### src/rtl/blit_scale_pkg.sv
package blit_scale_pkg;
  localparam int FRAC = 16;

  typedef enum logic [1:0] {
    SCL_NONE = 2'd0,
    SCL_DOWN = 2'd1,
    SCL_UP   = 2'd2
  } scl_mode_e;

  typedef enum logic [1:0] {
    ST_IDLE = 2'd0,
    ST_PREP = 2'd1,
    ST_XDIV = 2'd2,
    ST_YDIV = 2'd3
  } scl_state_e;
endpackage

### src/rtl/scl_axis.sv
module scl_axis
  import blit_scale_pkg::*;
#(
  parameter int SW = 12
) (
  input  logic [SW-1:0] s,
  input  logic [SW-1:0] t,
  output scl_mode_e     mode,
  output logic [SW-1:0] num,
  output logic [SW-1:0] den
);
  always_comb begin
    if (s == t) begin
      mode = SCL_NONE;
      num  = '0;
      den  = SW'(1);
    end else if (s > t) begin
      mode = SCL_DOWN;
      num  = t;
      den  = s;
    end else begin
      mode = SCL_UP;
      num  = s - SW'(1);
      den  = t - SW'(1);
    end
  end
endmodule

### src/rtl/scl_prep.sv
module scl_prep
  import blit_scale_pkg::*;
#(
  parameter int SW = 12
) (
  input  logic [SW-1:0] src_w,
  input  logic [SW-1:0] src_h,
  input  logic [SW-1:0] dst_w,
  input  logic [SW-1:0] dst_h,
  input  logic [1:0]    rot,
  input  logic          legacy,
  output logic [SW-1:0] cor_w,
  output logic [SW-1:0] cor_h,
  output logic          bad,
  output scl_mode_e     h_mode,
  output scl_mode_e     v_mode,
  output logic [SW-1:0] h_num,
  output logic [SW-1:0] h_den,
  output logic [SW-1:0] v_num,
  output logic [SW-1:0] v_den
);
  localparam logic [SW-1:0] H_TRIM = SW'(8);
  localparam logic [SW-1:0] W_TRIM = SW'(16);

  logic          quarter;
  logic          fix_en;
  logic          h_hit;
  logic          w_hit;
  logic [SW-1:0] w_gap;
  logic [SW-1:0] tgt_w;
  logic [SW-1:0] tgt_h;

  assign quarter = rot[0];
  assign fix_en  = legacy & quarter;
  assign w_gap   = (src_w >= dst_h) ? (src_w - dst_h) : (dst_h - src_w);
  assign h_hit   = fix_en && (dst_w == src_h);
  assign w_hit   = fix_en && (w_gap < W_TRIM);
  assign cor_h   = h_hit ? (src_h - H_TRIM) : src_h;
  assign cor_w   = w_hit ? (src_w - W_TRIM) : src_w;
  assign tgt_w   = quarter ? dst_h : dst_w;
  assign tgt_h   = quarter ? dst_w : dst_h;

  assign bad = (src_w == '0) || (src_h == '0) || (dst_w == '0) || (dst_h == '0) ||
               (h_hit && (src_h <= H_TRIM)) || (w_hit && (src_w <= W_TRIM));

  scl_axis #(.SW(SW)) u_hax (.s(cor_w), .t(tgt_w), .mode(h_mode), .num(h_num), .den(h_den));
  scl_axis #(.SW(SW)) u_vax (.s(cor_h), .t(tgt_h), .mode(v_mode), .num(v_num), .den(v_den));
endmodule

### src/rtl/scl_div.sv
module scl_div #(
  parameter int NW = 12,
  parameter int QW = 16
) (
  input  logic          clk,
  input  logic          rst_n,
  input  logic          go,
  input  logic [NW-1:0] num,
  input  logic [NW-1:0] den,
  output logic [QW-1:0] quo,
  output logic          fin
);
  localparam int CW = $clog2(QW + 1);

  logic [NW-1:0] rem_q, rem_d;
  logic [NW-1:0] den_q, den_d;
  logic [QW-1:0] quo_q, quo_d;
  logic [CW-1:0] cnt_q, cnt_d;
  logic          fin_q, fin_d;
  logic [NW:0]   trial;

  assign trial = {rem_q, 1'b0};

  always_comb begin
    rem_d = rem_q;
    den_d = den_q;
    quo_d = quo_q;
    cnt_d = cnt_q;
    fin_d = 1'b0;
    if (go) begin
      rem_d = num;
      den_d = den;
      quo_d = '0;
      cnt_d = CW'(QW);
    end else if (cnt_q != '0) begin
      if (trial >= {1'b0, den_q}) begin
        rem_d = NW'(trial - {1'b0, den_q});
        quo_d = {quo_q[QW-2:0], 1'b1};
      end else begin
        rem_d = trial[NW-1:0];
        quo_d = {quo_q[QW-2:0], 1'b0};
      end
      cnt_d = cnt_q - CW'(1);
      fin_d = (cnt_q == CW'(1));
    end
  end

  always_ff @(posedge clk or negedge rst_n) begin
    if (!rst_n) begin
      rem_q <= '0;
      den_q <= '0;
      quo_q <= '0;
      cnt_q <= '0;
      fin_q <= 1'b0;
    end else begin
      rem_q <= rem_d;
      den_q <= den_d;
      quo_q <= quo_d;
      cnt_q <= cnt_d;
      fin_q <= fin_d;
    end
  end

  assign quo = quo_q;
  assign fin = fin_q;
endmodule

### src/rtl/blit_scale_calc.sv
module blit_scale_calc
  import blit_scale_pkg::*;
#(
  parameter int SW = 12
) (
  input  logic          clk,
  input  logic          rst_n,
  input  logic          start,
  input  logic          legacy,
  input  logic [1:0]    rot,
  input  logic [SW-1:0] src_w,
  input  logic [SW-1:0] src_h,
  input  logic [SW-1:0] dst_w,
  input  logic [SW-1:0] dst_h,
  output logic          busy,
  output logic          done,
  output logic          err,
  output logic [1:0]    hmode,
  output logic [1:0]    vmode,
  output logic [15:0]   hfac,
  output logic [15:0]   vfac,
  output logic [SW-1:0] act_w,
  output logic [SW-1:0] act_h
);
  localparam int FW = FRAC;

  scl_state_e    st_q, st_d;
  logic [SW-1:0] sw_q, sw_d, sh_q, sh_d, dw_q, dw_d, dh_q, dh_d;
  logic [1:0]    rot_q, rot_d;
  logic          leg_q, leg_d;
  scl_mode_e     hm_q, hm_d, vm_q, vm_d;
  logic [FW-1:0] hf_q, hf_d, vf_q, vf_d;
  logic [SW-1:0] aw_q, aw_d, ah_q, ah_d;
  logic          err_q, err_d, done_q, done_d;

  logic [SW-1:0] cor_w, cor_h, h_num, h_den, v_num, v_den;
  logic          bad;
  scl_mode_e     h_mode, v_mode;
  logic          div_go, div_fin;
  logic [FW-1:0] div_quo;

  scl_prep #(.SW(SW)) u_prep (
    .src_w(sw_q), .src_h(sh_q), .dst_w(dw_q), .dst_h(dh_q), .rot(rot_q), .legacy(leg_q),
    .cor_w(cor_w), .cor_h(cor_h), .bad(bad), .h_mode(h_mode), .v_mode(v_mode),
    .h_num(h_num), .h_den(h_den), .v_num(v_num), .v_den(v_den)
  );

  assign div_go = ((st_q == ST_PREP) && !bad) || ((st_q == ST_XDIV) && div_fin);

  scl_div #(.NW(SW), .QW(FW)) u_div (
    .clk(clk), .rst_n(rst_n), .go(div_go),
    .num((st_q == ST_PREP) ? h_num : v_num),
    .den((st_q == ST_PREP) ? h_den : v_den),
    .quo(div_quo), .fin(div_fin)
  );

  function automatic logic [FW-1:0] pick_fac(scl_mode_e m, logic [FW-1:0] q);
    case (m)
      SCL_DOWN: pick_fac = q + FW'(1);
      SCL_UP:   pick_fac = q;
      default:  pick_fac = '0;
    endcase
  endfunction

  always_comb begin
    st_d = st_q;   sw_d = sw_q;  sh_d = sh_q;  dw_d = dw_q;  dh_d = dh_q;
    rot_d = rot_q; leg_d = leg_q; hm_d = hm_q; vm_d = vm_q;
    hf_d = hf_q;   vf_d = vf_q;  aw_d = aw_q;  ah_d = ah_q;
    err_d = err_q; done_d = 1'b0;
    case (st_q)
      ST_IDLE: if (start) begin
        sw_d = src_w; sh_d = src_h; dw_d = dst_w; dh_d = dst_h;
        rot_d = rot;  leg_d = legacy; err_d = 1'b0;
        st_d = ST_PREP;
      end
      ST_PREP: if (bad) begin
        err_d = 1'b1; done_d = 1'b1;
        hm_d = SCL_NONE; vm_d = SCL_NONE;
        hf_d = '0; vf_d = '0; aw_d = '0; ah_d = '0;
        st_d = ST_IDLE;
      end else begin
        hm_d = h_mode; vm_d = v_mode;
        aw_d = cor_w - SW'(1); ah_d = cor_h - SW'(1);
        st_d = ST_XDIV;
      end
      ST_XDIV: if (div_fin) begin
        hf_d = pick_fac(hm_q, div_quo);
        st_d = ST_YDIV;
      end
      default: if (div_fin) begin
        vf_d = pick_fac(vm_q, div_quo);
        done_d = 1'b1;
        st_d = ST_IDLE;
      end
    endcase
  end

  always_ff @(posedge clk or negedge rst_n) begin
    if (!rst_n) begin
      st_q <= ST_IDLE; sw_q <= '0; sh_q <= '0; dw_q <= '0; dh_q <= '0;
      rot_q <= '0; leg_q <= 1'b0; hm_q <= SCL_NONE; vm_q <= SCL_NONE;
      hf_q <= '0; vf_q <= '0; aw_q <= '0; ah_q <= '0;
      err_q <= 1'b0; done_q <= 1'b0;
    end else begin
      st_q <= st_d; sw_q <= sw_d; sh_q <= sh_d; dw_q <= dw_d; dh_q <= dh_d;
      rot_q <= rot_d; leg_q <= leg_d; hm_q <= hm_d; vm_q <= vm_d;
      hf_q <= hf_d; vf_q <= vf_d; aw_q <= aw_d; ah_q <= ah_d;
      err_q <= err_d; done_q <= done_d;
    end
  end

  assign busy  = (st_q != ST_IDLE);
  assign done  = done_q;
  assign err   = err_q;
  assign hmode = hm_q;
  assign vmode = vm_q;
  assign hfac  = hf_q;
  assign vfac  = vf_q;
  assign act_w = aw_q;
  assign act_h = ah_q;
endmodule

### config.mk
export PLATFORM = sky130hd
export DESIGN_NAME = blit_scale_calc
export DESIGN_NICKNAME = d
export VERILOG_FILES = /design/src/rtl/blit_scale_pkg.sv /design/src/rtl/scl_axis.sv /design/src/rtl/scl_prep.sv /design/src/rtl/scl_div.sv /design/src/rtl/blit_scale_calc.sv
export SDC_FILE = /design/constraint.sdc
export NUM_CORES = 1
export LEC_CHECK = 0
export ABC_AREA = 1
export BUFFER_PORTS_ARGS = -buffer_cell sky130_fd_sc_hd__buf_4
export CAP_MARGIN = 15
export CELL_PAD_IN_SITES_DETAIL_PLACEMENT = 1
export CELL_PAD_IN_SITES_GLOBAL_PLACEMENT = 2
export CORE_AREA = 4 4 166 209
export CTS_CLUSTER_DIAMETER = 50
export CTS_CLUSTER_SIZE = 40
export DETAILED_ROUTE_END_ITERATION = 12
export DIE_AREA = 0 0 170 213
export PLACE_DENSITY_LB_ADDON = 0.1
export SKIP_LAST_GASP = 1
export SYNTH_ARGS = -nofsm -noshare
export SYNTH_HDL_FRONTEND = slang
export SYNTH_SLANG_ARGS = --single-unit
export TNS_END_PERCENT = 100
### constraint.sdc
create_clock -name clk -period 8.05 [get_ports clk]
set_input_delay 0.4025 -clock clk [delete_from_list [all_inputs] [get_ports clk]]
set_output_delay 0.4025 -clock clk [all_outputs]
set_load 0.01 [all_outputs]
==> impl_metrics.yaml, run 1 <==
outcome:
  status: "finished, final reports clean"
timing:
  timing.slew.headroom_pct: 36.81
  hold_viol: 0
  fin_crit_sh_pct: 80.37
  timing.final.crit_period_ps: 6470
  grt_setup_unrepaired: "no"
  setup_viol: 0
  fin_setup_tns_ps: 0
  tightest_slew_ps: 944.3
  slew_violations: 0
  fmax_mhz: 154.6
  fin_skew_ps: 14.23
clock_tree:
  ctsLongestPathBuffers: 2
  cts_setup_buffers: 0
  root_buffer: "clkbuf_16"
  cts.htree.levels: 4
  cts_tree: "built"
  ctsHoldBuffers: 0
  path_clk_slew_ps: 70
  cts.sink_count: 160
  clk-insertion-delay-late_ps: 450
  post_cts_resized: 0
  numCtsBuffers: 17
synth:
  avgSynthCellArea_um2: 7.006
  yosysTopAreaCellShare_pct: 33.42
  post-synth-top-area-cell: "dfrtp_1"
  synthFlopType: "dfrtp_1"
  ys_top_cells_by_area: "dfrtp_1 33%, nand2_1 14%, ha_1 7.7%"
  yosysWarningCount: 0
  synth_cells: 1710
  seq_area_frac_synth_pct: 33.42
  synth_edf_count: 0
  synth_cell_types: 51
  syn-num-nets: 1839
  post_synth_instance_area_mm2: 0.01198
  synth-seq-cells: 160
  async_reset_ff_share_pct: 100.0
die:
  die_height_um: 213
  rows: 74
  dieArea_mm2: 0.03621
  ios: 117
  start_util_pct: 36.86
  core_area_mm2: 0.03250
  die_width_um: 170
critical_path:
  cp_max_fo: 23
  critPathTopFamily: "simple AND/OR/NAND/NOR gates"
  cp_slowest_cell: "o21ai_0"
  path_buf_inv: 8
  cpPeakStageDelay_ps: 650
  arrival_ps: 6790
  cp-start-kind: "flip-flop"
  cp-end-kind: "flip-flop"
  crit_type: "flip-flop to flip-flop"
  path_common_cell: "inv_1"
  critPathRequiredTime_ps: 8370
grt:
  antenna_found_initial: 0
  grt_pass1_vias: 12080
  grt_max_degree: 93
  grt.total_usage_pct: 23.49
  grt_overflow: 0
  grt_pass1_wl_um: 66700
run:
  maxCapViolations: 0
detailed_routing:
  routedWlPerCell_um: 18.91
  wl_um: 42180
  vias_per_cell: 5.238
  drcViolationCount: 0
  drt_iter0_drc: 654
  ant_nets: 0
  first_pass_iters: 5
  vias: 11690
cells_and_area:
  area_growth_syn_to_layout_pct: 15.48
  drive_above_1_share_pct: 11.14
  nets: 1929
  antenna_cells: 0
min_path:
  hold_class: "primary input to async pin"
place:
  gp_congestion: 0.8688
  port_buffers: 115
  place_hpwl_um: 33550
registers in the layout, indices dropped and copies added, names as in the netlist, 2 cells and up:
signal       cells
u_div.cnt_q      5
st_q             2
dw_q            12
sw_q            12
vmode            2
hfac            16
dh_q            12
vfac            16
u_div.quo       16
u_div.rem_q     12
sh_q            12
u_div.den_q     12
hmode            2
act_w           12
act_h           12
Yosys cell counts, drive strengths merged (2+ instances only):
cell and n:
dfrtp 160, nand3b 2, inv 249, xnor2 19
and2 8, a21oi 65, o211ai 17, nand4 40
nand3 117, nor4 11, buf 16, or2 2
nor3 18, nor2 105, o221ai 11, a221oi 2
xor2 52, o22ai 52, a31oi 13, nand2 461
clkinv 5, ha 74, o21ai 158, a211oi 3
clkbuf 38
per-layer routing:
metal | vias to the layer above | wire, µm | global-route usage, % | part of all wire, %
met4 | 0 | 1095 | 6.419 | 2.6
met3 | 55 | 1497 | 3.593 | 3.5
met2 | 208 | 20460 | 40.85 | 49
li1 | 5801 | - | - | -
met1 | 5622 | 19130 | 30.47 | 45
met5 | - | 0 | 0 | 0
final timing paths:
path	end	from	cells after the start	slack, ps
max	u_div.rem_q[0]	sw_q[6]	30	1580
min in group clk	leg_q	legacy	3	150
max in group asynchronous	act_h[9]	rst_n	2	6610
max reg2reg	u_div.rem_q[0]	sw_q[6]	30	1580
min	hfac[12]	rst_n	1	10
min reg2reg	act_h[0]	act_h[0]	2	480
layout by cell type, fill, tap and decap left out, types with 5 or more instances in the layout:
cell type  synthesis  final
a21oi_1           63     63
a31oi_1           13     13
and2_1             8      8
buf_4              0    124
clkbuf_16          0     17
clkinv_1           5      5
dfrtp_1          160    160
ha_1              74     74
inv_1            241    241
inv_2              7      7
inv_6              0      5
nand2_1          446    446
nand2_2           13     13
nand3_1          116    116
nand4_1           39     39
nor2_1            93     93
nor2_2             9      9
nor3_1            15     15
nor4_1            10     10
o211ai_1          17     17
o21ai_0          145    145
o21ai_1           13     13
o221ai_1          11     11
o22ai_1           52     52
xnor2_1           19     19
xor2_1            52     52
kinds of logic (layout without fill, tap and decap cells):
group	Yosys count	after routing	share of synthesized area, %
AOI/OAI and AO/OA	329	329	15.52
DFF	160	160	33.42
adders and majority gates	75	75	7.896
and+or+nand+nor	767	767	28.03
xor gates and xnor gates	71	71	5.191
buffers and inverters	308	411	9.943
per-stage QoR:
step | area, µm² | cells | util (%) | worst slack [ps] | hold WS, ps
global route | 13830 | 2231 | 42.57 | 965.5 | 72.60
floorplan | 11980 | 1710 | - | 3781 | 106.9
finish | 13830 | 2231 | 42.57 | 1580 | 14.66
global placement | 13210 | 2199 | 40.65 | 1738 | 468.2
CTS | 13830 | 2231 | 42.57 | 1667 | 48.31
detailed placement | 13210 | 2199 | 40.65 | 1677 | 474.0
cell type report:
| type | instances | area [µm²] |
|---|---|---|
| clock buffers | 19 | 452.9 |
| clock inverters | 13 | 171.4 |
| fillers | 4139 | 18660 |
| inverters | 254 | 955.9 |
| multi-input cells | 1242 | 6785 |
| flip-flops and latches | 160 | 4004 |
| well taps | 418 | 523.0 |
| repair buffers | 125 | 942.2 |
Power of run 1 is left out: the tool's default activity adds up to more than one toggle a clock period on the data nets, which glitch-free logic cannot reach.
==> inputs of run 2 (changes only) <==
Settings changed: CORE_AREA 4 4 166 209 to 4 4 173 217, DIE_AREA 0 0 170 213 to 0 0 177 221.
Clock period 8.05 ns to 6.34 ns, I/O delays scaled along.
==> impl_metrics.yaml, run 2 (same netlist as run 1, synthesis figures left out) <==
grt:
  grt_overflow: 0
  grt_max_degree: 70
  grt.total_usage_pct: 22.13
  grt_pass1_wl_um: 68220
  grt_pass1_vias: 12110
  antenna_found_initial: 1
cells_and_area:
  final_common_cell: "nand2_1"
  drive_above_1_share_pct: 11.53
  nets: 1938
  layout_common_cells: "446 x nand2_1, 241 x inv_1, 160 x dfrtp_1, 145 x o21ai_0, 132 x buf_4"
  area_growth_syn_to_layout_pct: 16.87
  n_fill_cell: 4536
clock_tree:
  cts.sink_count: 160
  cts_tree: "built"
  cts_setup_buffers: 0
  cts.htree.levels: 4
  root_buffer: "clkbuf_16"
  clk-insertion-delay-late_ps: 450
  ctsLongestPathBuffers: 2
  numCtsBuffers: 17
  path_clk_slew_ps: 70
timing:
  timing.final.crit_period_ps: 5141
  setup_viol: 0
  timing.slew.headroom_pct: 34.99
  tightest_slew_ps: 971.5
  fin_crit_sh_pct: 81.08
  slew_violations: 0
  hold_viol: 0
  fmax_mhz: 194.5
  fin_setup_tns_ps: 0
  grt_setup_unrepaired: "no"
  fin_skew_ps: 11.29
min_path:
  hold_class: "primary input to flip-flop"
  min_from: "dst_w[11]"
  min_delay_worst_endpoint: "dw_q[11]"
  min_path_cells: 3
place:
  gp_congestion: 0.8854
  port_buffers: 115
  place_hpwl_um: 34490
critical_path:
  cp_max_fo: 23
  cp_slowest_cell: "inv_1"
  rr_worst_depth: 21
  critPathRequiredTime_ps: 6660
  crit_chain: "a21oi_1 -> o21ai_0 -> or2_1 -> nor2_2 -> nand2_2 -> nor4_1 -> xor2_1 -> inv_1 -> ha_1 -> nand2_1 -> inv_1 -> nand3_1 -> inv_1 -> nand3_1 -> nand3_1 -> inv_1 -> nor2_1 -> inv_1 -> o21ai_0 -> a32oi_1 -> o21ai_0"
  r2r-start: "sh_q[0]"
  path_buf_inv: 5
  crit_type: "flip-flop to flip-flop"
  reg2reg_slack_ps: 1200
  critPathTopFamily: "simple AND/OR/NAND/NOR gates"
  cpPeakStageDelay_ps: 650
  path_common_cell: "inv_1"
  arrival_ps: 5460
  r2r_end: "u_div.den_q[2]"
  cp-end-kind: "flip-flop"
  cp-start-kind: "flip-flop"
die:
  start_util_pct: 33.88
  die_height_um: 221
  dieArea_mm2: 0.03912
  core_area_mm2: 0.03536
  rows: 77
  die_width_um: 177
  ios: 117
detailed_routing:
  vias: 11610
  routedWlPerCell_um: 18.79
  vias_per_cell: 5.053
  ant_nets: 0
  first_pass_iters: 5
  wl_um: 43170
  drt_iter0_drc: 580
  drcViolationCount: 0
run:
  maxCapViolations: 0
outcome:
  status: "finished, final reports clean"
run 2: what timing repair did:
item                                   4_1_cts  5_1_grt
endpoints found under the hold margin       53        0
resized for setup                            0        0
hold buffers                                 1        0
run 2: worst min-delay path, cell delays in order:
cell and delay (ps):
buf_4 70, nand2_1 40, nand2_1 40
run 2: how the worst max path moves through the flow:
| stage | depth (start not counted) | from | endpoint | slack, ps |
|---|---|---|---|---|
| floorplan | 32 | sw_q[9] | u_div.den_q[0] | 2070 |
| global placement | 31 | sw_q[0] | u_div.rem_q[0] | 1360 |
| detailed placement | 21 | sh_q[0] | u_div.den_q[2] | 1270 |
| CTS | 21 | sh_q[0] | u_div.den_q[2] | 1230 |
| global route | 21 | sh_q[0] | u_div.den_q[2] | 690 |
| finish | 21 | sh_q[0] | u_div.den_q[2] | 1200 |
run 2: area by class of cell:
cell class	instances	area, µm²	share of cell area (%)
inverter	254	955.9	6.828
multi-input combinational	1242	6785	48.46
antenna	1	2.502	0.01787
timing repair buffer	134	1012	7.230
tap	474	593.1	4.236
clock inverter	15	222.7	1.591
clock buffer	17	425.4	3.038
sequential	160	4004	28.60
run 2: routing by layer:
| layer | share of wire (%) | track usage, % |
|---|---|---|
| met5 | 0 | 0 |
| met4 | 2.3 | 6.117 |
| met3 | 3.7 | 3.824 |
| met2 | 49 | 37.43 |
| met1 | 45 | 29.13 |
run 2: metrics by stage:
step	hold WS (ps)	std cells	cell area, µm²	setup WS, ps	utilization (%)
final	57.29	2297	14000	1199	39.60
after detailed placement	308.7	2263	13340	1267	37.73
after CTS	37.51	2296	14000	1235	39.59
after global routing	47.99	2296	14000	688.9	39.59
after global placement	310.1	2263	13340	1360	37.73
after floorplan	21.41	1710	11980	2071	-
Power of run 2 is left out for the same reason.
